`src/rtl/qdac_cmd_if.sv`:
```
module qdac_cmd_if #(
  parameter int RES = 16
) (
  input  logic             clk,
  input  logic             rst_n,
  input  logic             sync_n,
  input  logic             sclk,
  input  logic             sdi,
  output logic             sdo,
  output logic [4*RES-1:0] dac_code,
  output logic [59:0]      seg,
  output logic [3:0]       pwr_dn,
  output logic [1:0]       pd_mode,
  output logic [1:0]       clr_sel
);
  localparam int NSEG = 15;

  logic           sclk_q, sdo_q, dcen;
  logic [31:0]    sr;
  logic [5:0]     cnt;
  logic [RES-1:0] inp [4];
  logic [RES-1:0] dac [4];
  logic [3:0]     pd, ldm;
  logic [1:0]     pdm, clr;
  logic [3:0]     sel;

  wire fall = sclk_q & ~sclk;
  wire rise = ~sclk_q & sclk;
  wire go   = fall & ~sync_n & (cnt == 6'd31);

  wire [3:0]     cmd   = sr[26:23];
  wire [3:0]     adr   = sr[22:19];
  wire [RES-1:0] code  = sr[18 -: RES];
  wire [1:0]     f_pdm = sr[4:3];
  wire [3:0]     f_msk = {sr[2:0], sdi};

  always_comb begin
    if (adr == 4'hF)          sel = 4'hF;
    else if (adr[3:2] == 2'b0) sel = 4'b0001 << adr[1:0];
    else                       sel = 4'h0;
  end

  always_ff @(posedge clk or negedge rst_n) begin
    if (!rst_n) begin
      sclk_q <= 1'b0;
      sdo_q  <= 1'b0;
      dcen   <= 1'b0;
      sr     <= '0;
      cnt    <= '0;
      pd     <= '0;
      ldm    <= '0;
      pdm    <= '0;
      clr    <= '0;
      for (int i = 0; i < 4; i++) begin
        inp[i] <= '0;
        dac[i] <= '0;
      end
    end else begin
      sclk_q <= sclk;
      if (sync_n) cnt <= '0;
      else if (fall && cnt != 6'd32) begin
        sr  <= {sr[30:0], sdi};
        cnt <= cnt + 6'd1;
      end
      if (rise) sdo_q <= dcen & sr[31];
      if (go) begin
        case (cmd)
          4'h0: for (int i = 0; i < 4; i++)
                  if (sel[i]) begin
                    inp[i] <= code;
                    if (ldm[i]) dac[i] <= code;
                  end
          4'h1: for (int i = 0; i < 4; i++)
                  if (sel[i]) dac[i] <= inp[i];
          4'h2: for (int i = 0; i < 4; i++)
                  if (sel[i]) begin
                    inp[i] <= code;
                    dac[i] <= code;
                  end else dac[i] <= inp[i];
          4'h3: for (int i = 0; i < 4; i++)
                  if (sel[i]) begin
                    inp[i] <= code;
                    dac[i] <= code;
                  end
          4'h4: begin
            for (int i = 0; i < 4; i++)
              if (f_msk[i]) pd[i] <= (f_pdm != 2'b00);
            if (f_pdm != 2'b00) pdm <= f_pdm;
          end
          4'h5: clr <= f_msk[1:0];
          4'h6: ldm <= f_msk;
          4'h7: begin
            pd   <= '0;
            ldm  <= '0;
            pdm  <= '0;
            clr  <= '0;
            dcen <= 1'b0;
            for (int i = 0; i < 4; i++) begin
              inp[i] <= '0;
              dac[i] <= '0;
            end
          end
          4'h8: dcen <= sdi;
          default: ;
        endcase
      end
    end
  end

  assign sdo     = sdo_q & dcen;
  assign pwr_dn  = pd;
  assign pd_mode = pdm;
  assign clr_sel = clr;

  for (genvar ch = 0; ch < 4; ch++) begin : g_ch
    wire [RES-1:0] oc  = pd[ch] ? '0 : dac[ch];
    wire [3:0]     top = oc[RES-1 -: 4];
    assign dac_code[ch*RES +: RES] = oc;
    for (genvar k = 0; k < NSEG; k++) begin : g_seg
      assign seg[ch*NSEG + k] = (top > 4'(k));
    end
  end
endmodule


```
`config.mk`:
```
export PLATFORM = sky130hd
export DESIGN_NAME = qdac_cmd_if
export DESIGN_NICKNAME = d
export VERILOG_FILES = /design/src/rtl/qdac_cmd_if.sv
export SDC_FILE = /design/constraint.sdc
export NUM_CORES = 1
export LEC_CHECK = 0
export BUFFER_PORTS_ARGS = -buffer_cell sky130_fd_sc_hd__buf_4
export CAP_MARGIN = 15
export CORE_MARGIN = 5
export CORE_UTILIZATION = 45
export DETAILED_ROUTE_END_ITERATION = 10
export HOLD_SLACK_MARGIN = 0.15
export PLACE_DENSITY = 0.66
export SYNTH_ARGS = -nofsm -noshare
export SYNTH_HDL_FRONTEND = slang
export SYNTH_SLANG_ARGS = --single-unit
```
`constraint.sdc`:
```
create_clock -name clk -period 4.2 [get_ports clk]
set_clock_uncertainty 0.05 [all_clocks]
set_input_delay 0.21 -clock clk [delete_from_list [all_inputs] [get_ports clk]]
set_output_delay 0.21 -clock clk [all_outputs]
set_load 0.02 [all_outputs]
```
# --- Word level (Yosys, flattened, before mapping) ---
# Cells that the tools add are included.
# W data, S select, Z words.
op_classes:
  shift: 1
  muxes: 40
  n_lt_le_gt_ge: 60
  n_reduce_logical: 26
  add_sub_neg: 1
  bitwise: 9
  n_eq_ne: 32
op_table:
  columns: ["cell", "count"]
  rows:
  - ["$mux W16", 24]
  - ["$pmux W64 S5", 1]
  - ["$pmux W64 S2", 1]
  - ["$gt A4 B4 Y1 const B", 28]
  - ["$gt A4 B3 Y1 const B", 16]
  - ["$ne A2 B2 Y1 const B", 21]
  - ["$gt A4 B1 Y1 const B", 8]
  - ["$gt A4 B2 Y1 const B", 8]
  - ["$reduce_and A6 Y1", 4]
  - ["$eq A4 B3 Y1 const B", 4]
  - ["$pmux W4 S2", 2]
  - ["$reduce_and A3 Y1", 5]
  - ["$reduce_bool A2 Y1", 7]
  - ["$mux W6", 2]
  - ["$reduce_and A2 Y1", 5]
  - ["$eq A4 B2 Y1 const B", 2]
  - ["$eq A4 B4 Y1 const B", 2]
  - ["$mux W4", 2]
  - ["$pmux W2 S2", 2]
  - ["$add A6 B1 Y6 const B", 1]
  - ["$and A1 B1 Y1", 6]
  - ["$eq A6 B5 Y1 const B", 1]
  - ["$ne A6 B6 Y1 const B", 1]
  - ["$reduce_bool A5 Y1", 1]
  - ["other kinds (10)", 15]
word_totals:
  input_bits: 5
  ff_bits: 181
  word_cells: 189
  out_inout_bits: 133

# --- Depth between registers and ports, before layout ---
logic_depth:
  depth_word: 5
  depth_mapped: 7
  depth_no_buf: 6

# --- Worst setup path after synthesis ---
# No wires, ideal clock.
synth_path:
  path_type: "flip-flop to flip-flop"
  start: "reg cnt[0]"
  end: "reg sr[10]"
  required_ns: 4.025
  path_stages_with_launch: 8
  setup_slack_ns: 1.837
  synth_period_minus_slack_ns: 2.363
  t_arrival_ns: 2.188
  path_cell_list: "dfrtp_1 -> inv_1 -> ha_1 -> or4bb_2 -> o21ai_0 -> nor2_1 -> clkbuf_8 -> mux2_2"
synth_via:
  elab_chain_cells: 3
synth_lines:
  columns: ["element", "line", "rtl"]
  rows:
  - ["from (decl)", "20", "logic [5:0] cnt;"]
  - ["from (signal assigned)", "63", "cnt <= cnt + 6'd1;"]
  - ["$ne A6 B6 Y1", "61", "else if (fall && cnt != 6'd32) begin"]
  - ["$logic_and A1 B1 Y1", "61", null]
  - ["$reduce_and A2 Y1 (no line)", null, null]
  - ["to (signal assigned)", "62", "sr <= {sr[30:0], sdi};"]
  - ["to (decl)", "19", "logic [31:0] sr;"]
# Every way passes these cells.
# A chain may end at the register's enable or synchronous reset.

# --- Worst setup path after layout ---
layout_path:
  start: "in sync_n"
  end: "reg inp[34] (netlist bit)"
layout_via:
  elab_chain_cells: 4
layout_lines:
  columns: ["element", "line", "rtl"]
  rows:
  - ["from (decl)", "6", "input logic sync_n,"]
  - ["$not A1 Y1 (no line)", null, null]
  - ["$and A1 B1 Y1 (2 in series)", "29", "wire go = fall & ~sync_n & (cnt == 6'd31);"]
  - ["$reduce_and A2 Y1 (no line)", null, null]
  - ["to (signal, indexed assignment)", "70", "inp[i] <= code;"]
  - ["to (signal, indexed assignment)", "77", "inp[i] <= code;"]
  - ["to (signal, indexed assignment)", "82", "inp[i] <= code;"]
  - ["to (decl)", "21", "logic [RES-1:0] inp [4];"]
# Every way passes these cells.

==> flow_metrics.py <==
metrics = {
    "synthesis": {
        "synth_nets": 788,
        "synth-async-reset-ratio_pct": 100.0,
        "syn_area_um2": 9021,
        "synth_cell_types": 61,
        "synth_edf_count": 0,
        "ys.flop_type": "dfrtp_1",
        "yosysSeqAreaShare_pct": 50.21,
        "yosysWarningCount": 0,
        "ys_ff_latch": 181,
        "avgSynthCellArea_um2": 11.55,
        "synth_cells": 781,
    },
    "cts": {
        "clock_sinks": 181,
        "cts_buffers": 17,
        "root_buffer": "clkbuf_16",
        "htreeDepth": 4,
        "cts_tree": "built",
        "clk_pin_slew_ns": 0.06,
        "cts.path.max_buffers": 2,
        "clk_latency_ns": 0.44,
    },
    "setup_path": {
        "crit_fanout": 16,
        "startpoint_type": "input port",
        "ff2ff_path_depth": 4,
        "cp_slowest_stage_delay_ns": 1.09,
        "crit_type": "in2reg",
        "cp_data_required_time_ns": 4.51,
        "crit_arrival_ns": 3.19,
        "crit_chain": "dlygate4sd3_1, buf_4, nor3b_1, nand4_1, nor3_2, a22o_1",
        "critPathCaptureType": "flop",
        "crit_path_top_delay_cell": "nor3_2",
    },
    "die": {
        "initial_core_util_pct": 46.05,
        "rows": 51,
        "die_w_um": 151.6,
        "io_pins": 138,
        "design.core.area_um2": 19590,
        "die_y_um": 151.6,
        "die_area_um2": 22980,
    },
    "route": {
        "totalWireLength_mm": 22.12,
        "wire_per_inst_um": 19.04,
        "drtPass1Iterations": 4,
        "ant_nets": 0,
        "vias": 6514,
        "via_per_inst": 5.606,
        "drcViolationCount": 0,
        "drt_iter0_markers": 454,
    },
    "placed_design": {
        "port_buffers": 137,
        "gp_congestion": 0.7927,
        "post-dp-hpwl_mm": 14.46,
    },
    "cells_and_area": {
        "fin_nets": 891,
        "final_common_cell": "dfrtp_1",
        "syn_to_final_growth_pct": 19.76,
        "final_cell_mix": "dfrtp_1, buf_4, mux2_2",
        "num_antenna_cells": 0,
        "drive_above_1_share_pct": 33.22,
    },
    "sta": {
        "period_minus_slack_ns": 2.876,
        "maxSlewHeadroom_pct": 23.46,
        "slew_viol_final": 0,
        "finalSetupViolations": 0,
        "worstMarginPinSlew_ns": 1.142,
        "fmax_mhz": 347.7,
        "final.setup.tns_ns": 0,
        "hold_viol": 0,
        "rsz0062_at_grt": "false",
        "fin_crit_sh_pct": 68.48,
    },
    "pwr": {
        "power.total_uw": 4009,
        "power.density_nw_per_um2": 371.1,
        "peakVddDrop_v": 0.0003014,
        "p_leak_uw": 0.005282,
    },
    "worst_hold_path": {
        "min_path_type": "in2reg",
        "whs_path_depth": 2,
    },
    "job": {
        "cap_violations": 0,
    },
    "grt": {
        "grt_pass1_vias": 6412,
        "gr-usage-all-layers_pct": 19.58,
        "grt_max_degree": 101,
        "grt_overflow": 0,
        "antenna_found_initial": 0,
        "grt_pass1_wl_mm": 35.34,
    },
    "status": {
        "status": "finished clean",
    },
}
## final cells by class
cell class	count	area (um^2)
Clock inverter	10	143.9
Tap cell	265	331.6
Clock buffer	22	464.2
Inverter	19	71.32
Fill cell	1696	8786
Multi-Input combinational cell	515	4111
Timing Repair Buffer	150	1152
Sequential cell	181	4529
## final timing paths
kind	slack [ns]	end	start
max in group asynchronous	2.72	dac[11]	rst_n
worst max register to register	1.40	inp[34]	cnt[5]
worst max-delay path	1.32	inp[34]	sync_n
worst min register to register	0.44	dac[8]	dac[8]
worst min-delay path	0.41	sclk_q	sclk
min in group asynchronous	0.42	dac[16]	rst_n
## per-layer routing
metal | up-vias | wire length [um] | global-route usage, %
li1 | 3074 | - | -
met1 | 3213 | 10440 | 28.27
met2 | 205 | 9941 | 29.83
met3 | 22 | 1490 | 4.551
met4 | 0 | 248 | 5.211
met5 | - | 0 | 0
## logic make-up after synthesis
logic type / after synthesis / synth area share (%)
compound gates: 210 / 18.95
xor+xnor: 8 / 0.7767
buf+inv: 85 / 4.244
simple gates: 192 / 12.80
flops: 181 / 50.21
fa+ha+maj: 2 / 0.2773
mux: 103 / 12.75
## registers in the layout, summed over array words and instances (netlist names)
signal	count
cnt	6
inp	64
sdo_q	1
sclk_q	1
clr_sel	2
dcen	1
pd_mode	2
ldm	4
pwr_dn	4
dac	64
sr	32
## power by group
group,leakage (uW),internal [uW],switching (uW),total (uW)
Clock,0.000299,974,689,1660
Combinational,0.00250,183,169,352
Sequential,0.00248,1820,178,1990
## per-stage QoR
stage	utilization [%]	hold WS [ns]	worst slack, ns	std cells	cell area, um^2
finish	55.15	0.4114	1.324	1162	10800
global route	55.15	0.4320	1.245	1162	10800
global placement	51.84	0.3046	1.471	1126	10160
floorplan	-	-0.1356	1.837	781	9021
CTS	55.15	0.3925	1.397	1162	10800
detailed placement	51.84	0.3064	1.454	1126	10160
## worst max-delay path, delay by kind of cell
kind | cells | cell delay [ns]
buffers and inverters | 2 | 0.70
AND/OR/NAND/NOR | 3 | 2.02
AO/OA/AOI/OAI | 1 | 0.25
## cells in the mapped netlist (all sizes together) (3+ instances only)
| cell type | number | area share (%) |
|---|---|---|
| and3 | 4 | 0.29 |
| buf | 33 | 1.9 |
| dfrtp | 181 | 50 |
| mux2i | 8 | 0.89 |
| xor2 | 6 | 0.58 |
| nand3 | 6 | 0.33 |
| nor4b | 6 | 0.96 |
| clkbuf | 33 | 1.6 |
| inv | 19 | 0.79 |
| o2bb2ai | 33 | 3.2 |
| or3 | 5 | 0.35 |
| a22o | 64 | 6.2 |
| nor2 | 42 | 1.7 |
| or2 | 8 | 0.55 |
| nor3 | 5 | 0.64 |
| o211ai | 10 | 1.1 |
| nand2 | 24 | 1.0 |
| mux2 | 95 | 12 |
| nor3b | 3 | 0.31 |
| a211oi | 4 | 0.33 |
| and2 | 6 | 0.42 |
| nor2b | 65 | 4.5 |
| a32o | 32 | 3.6 |
| o21ai | 41 | 2.3 |
| o31ai | 3 | 0.55 |
| a21oi | 10 | 0.55 |
| nand2b | 6 | 0.42 |
## timing repair
action / 4_1_cts / 5_1_grt
gates resized for setup: 0 / 0
hold endpoints to repair: 112 / 0
buffers inserted: 0 / 0
hold buffers: 4 / 0
setup endpoints to repair: 0 / 0
Note: power is estimated with default switching activity, not from simulation.
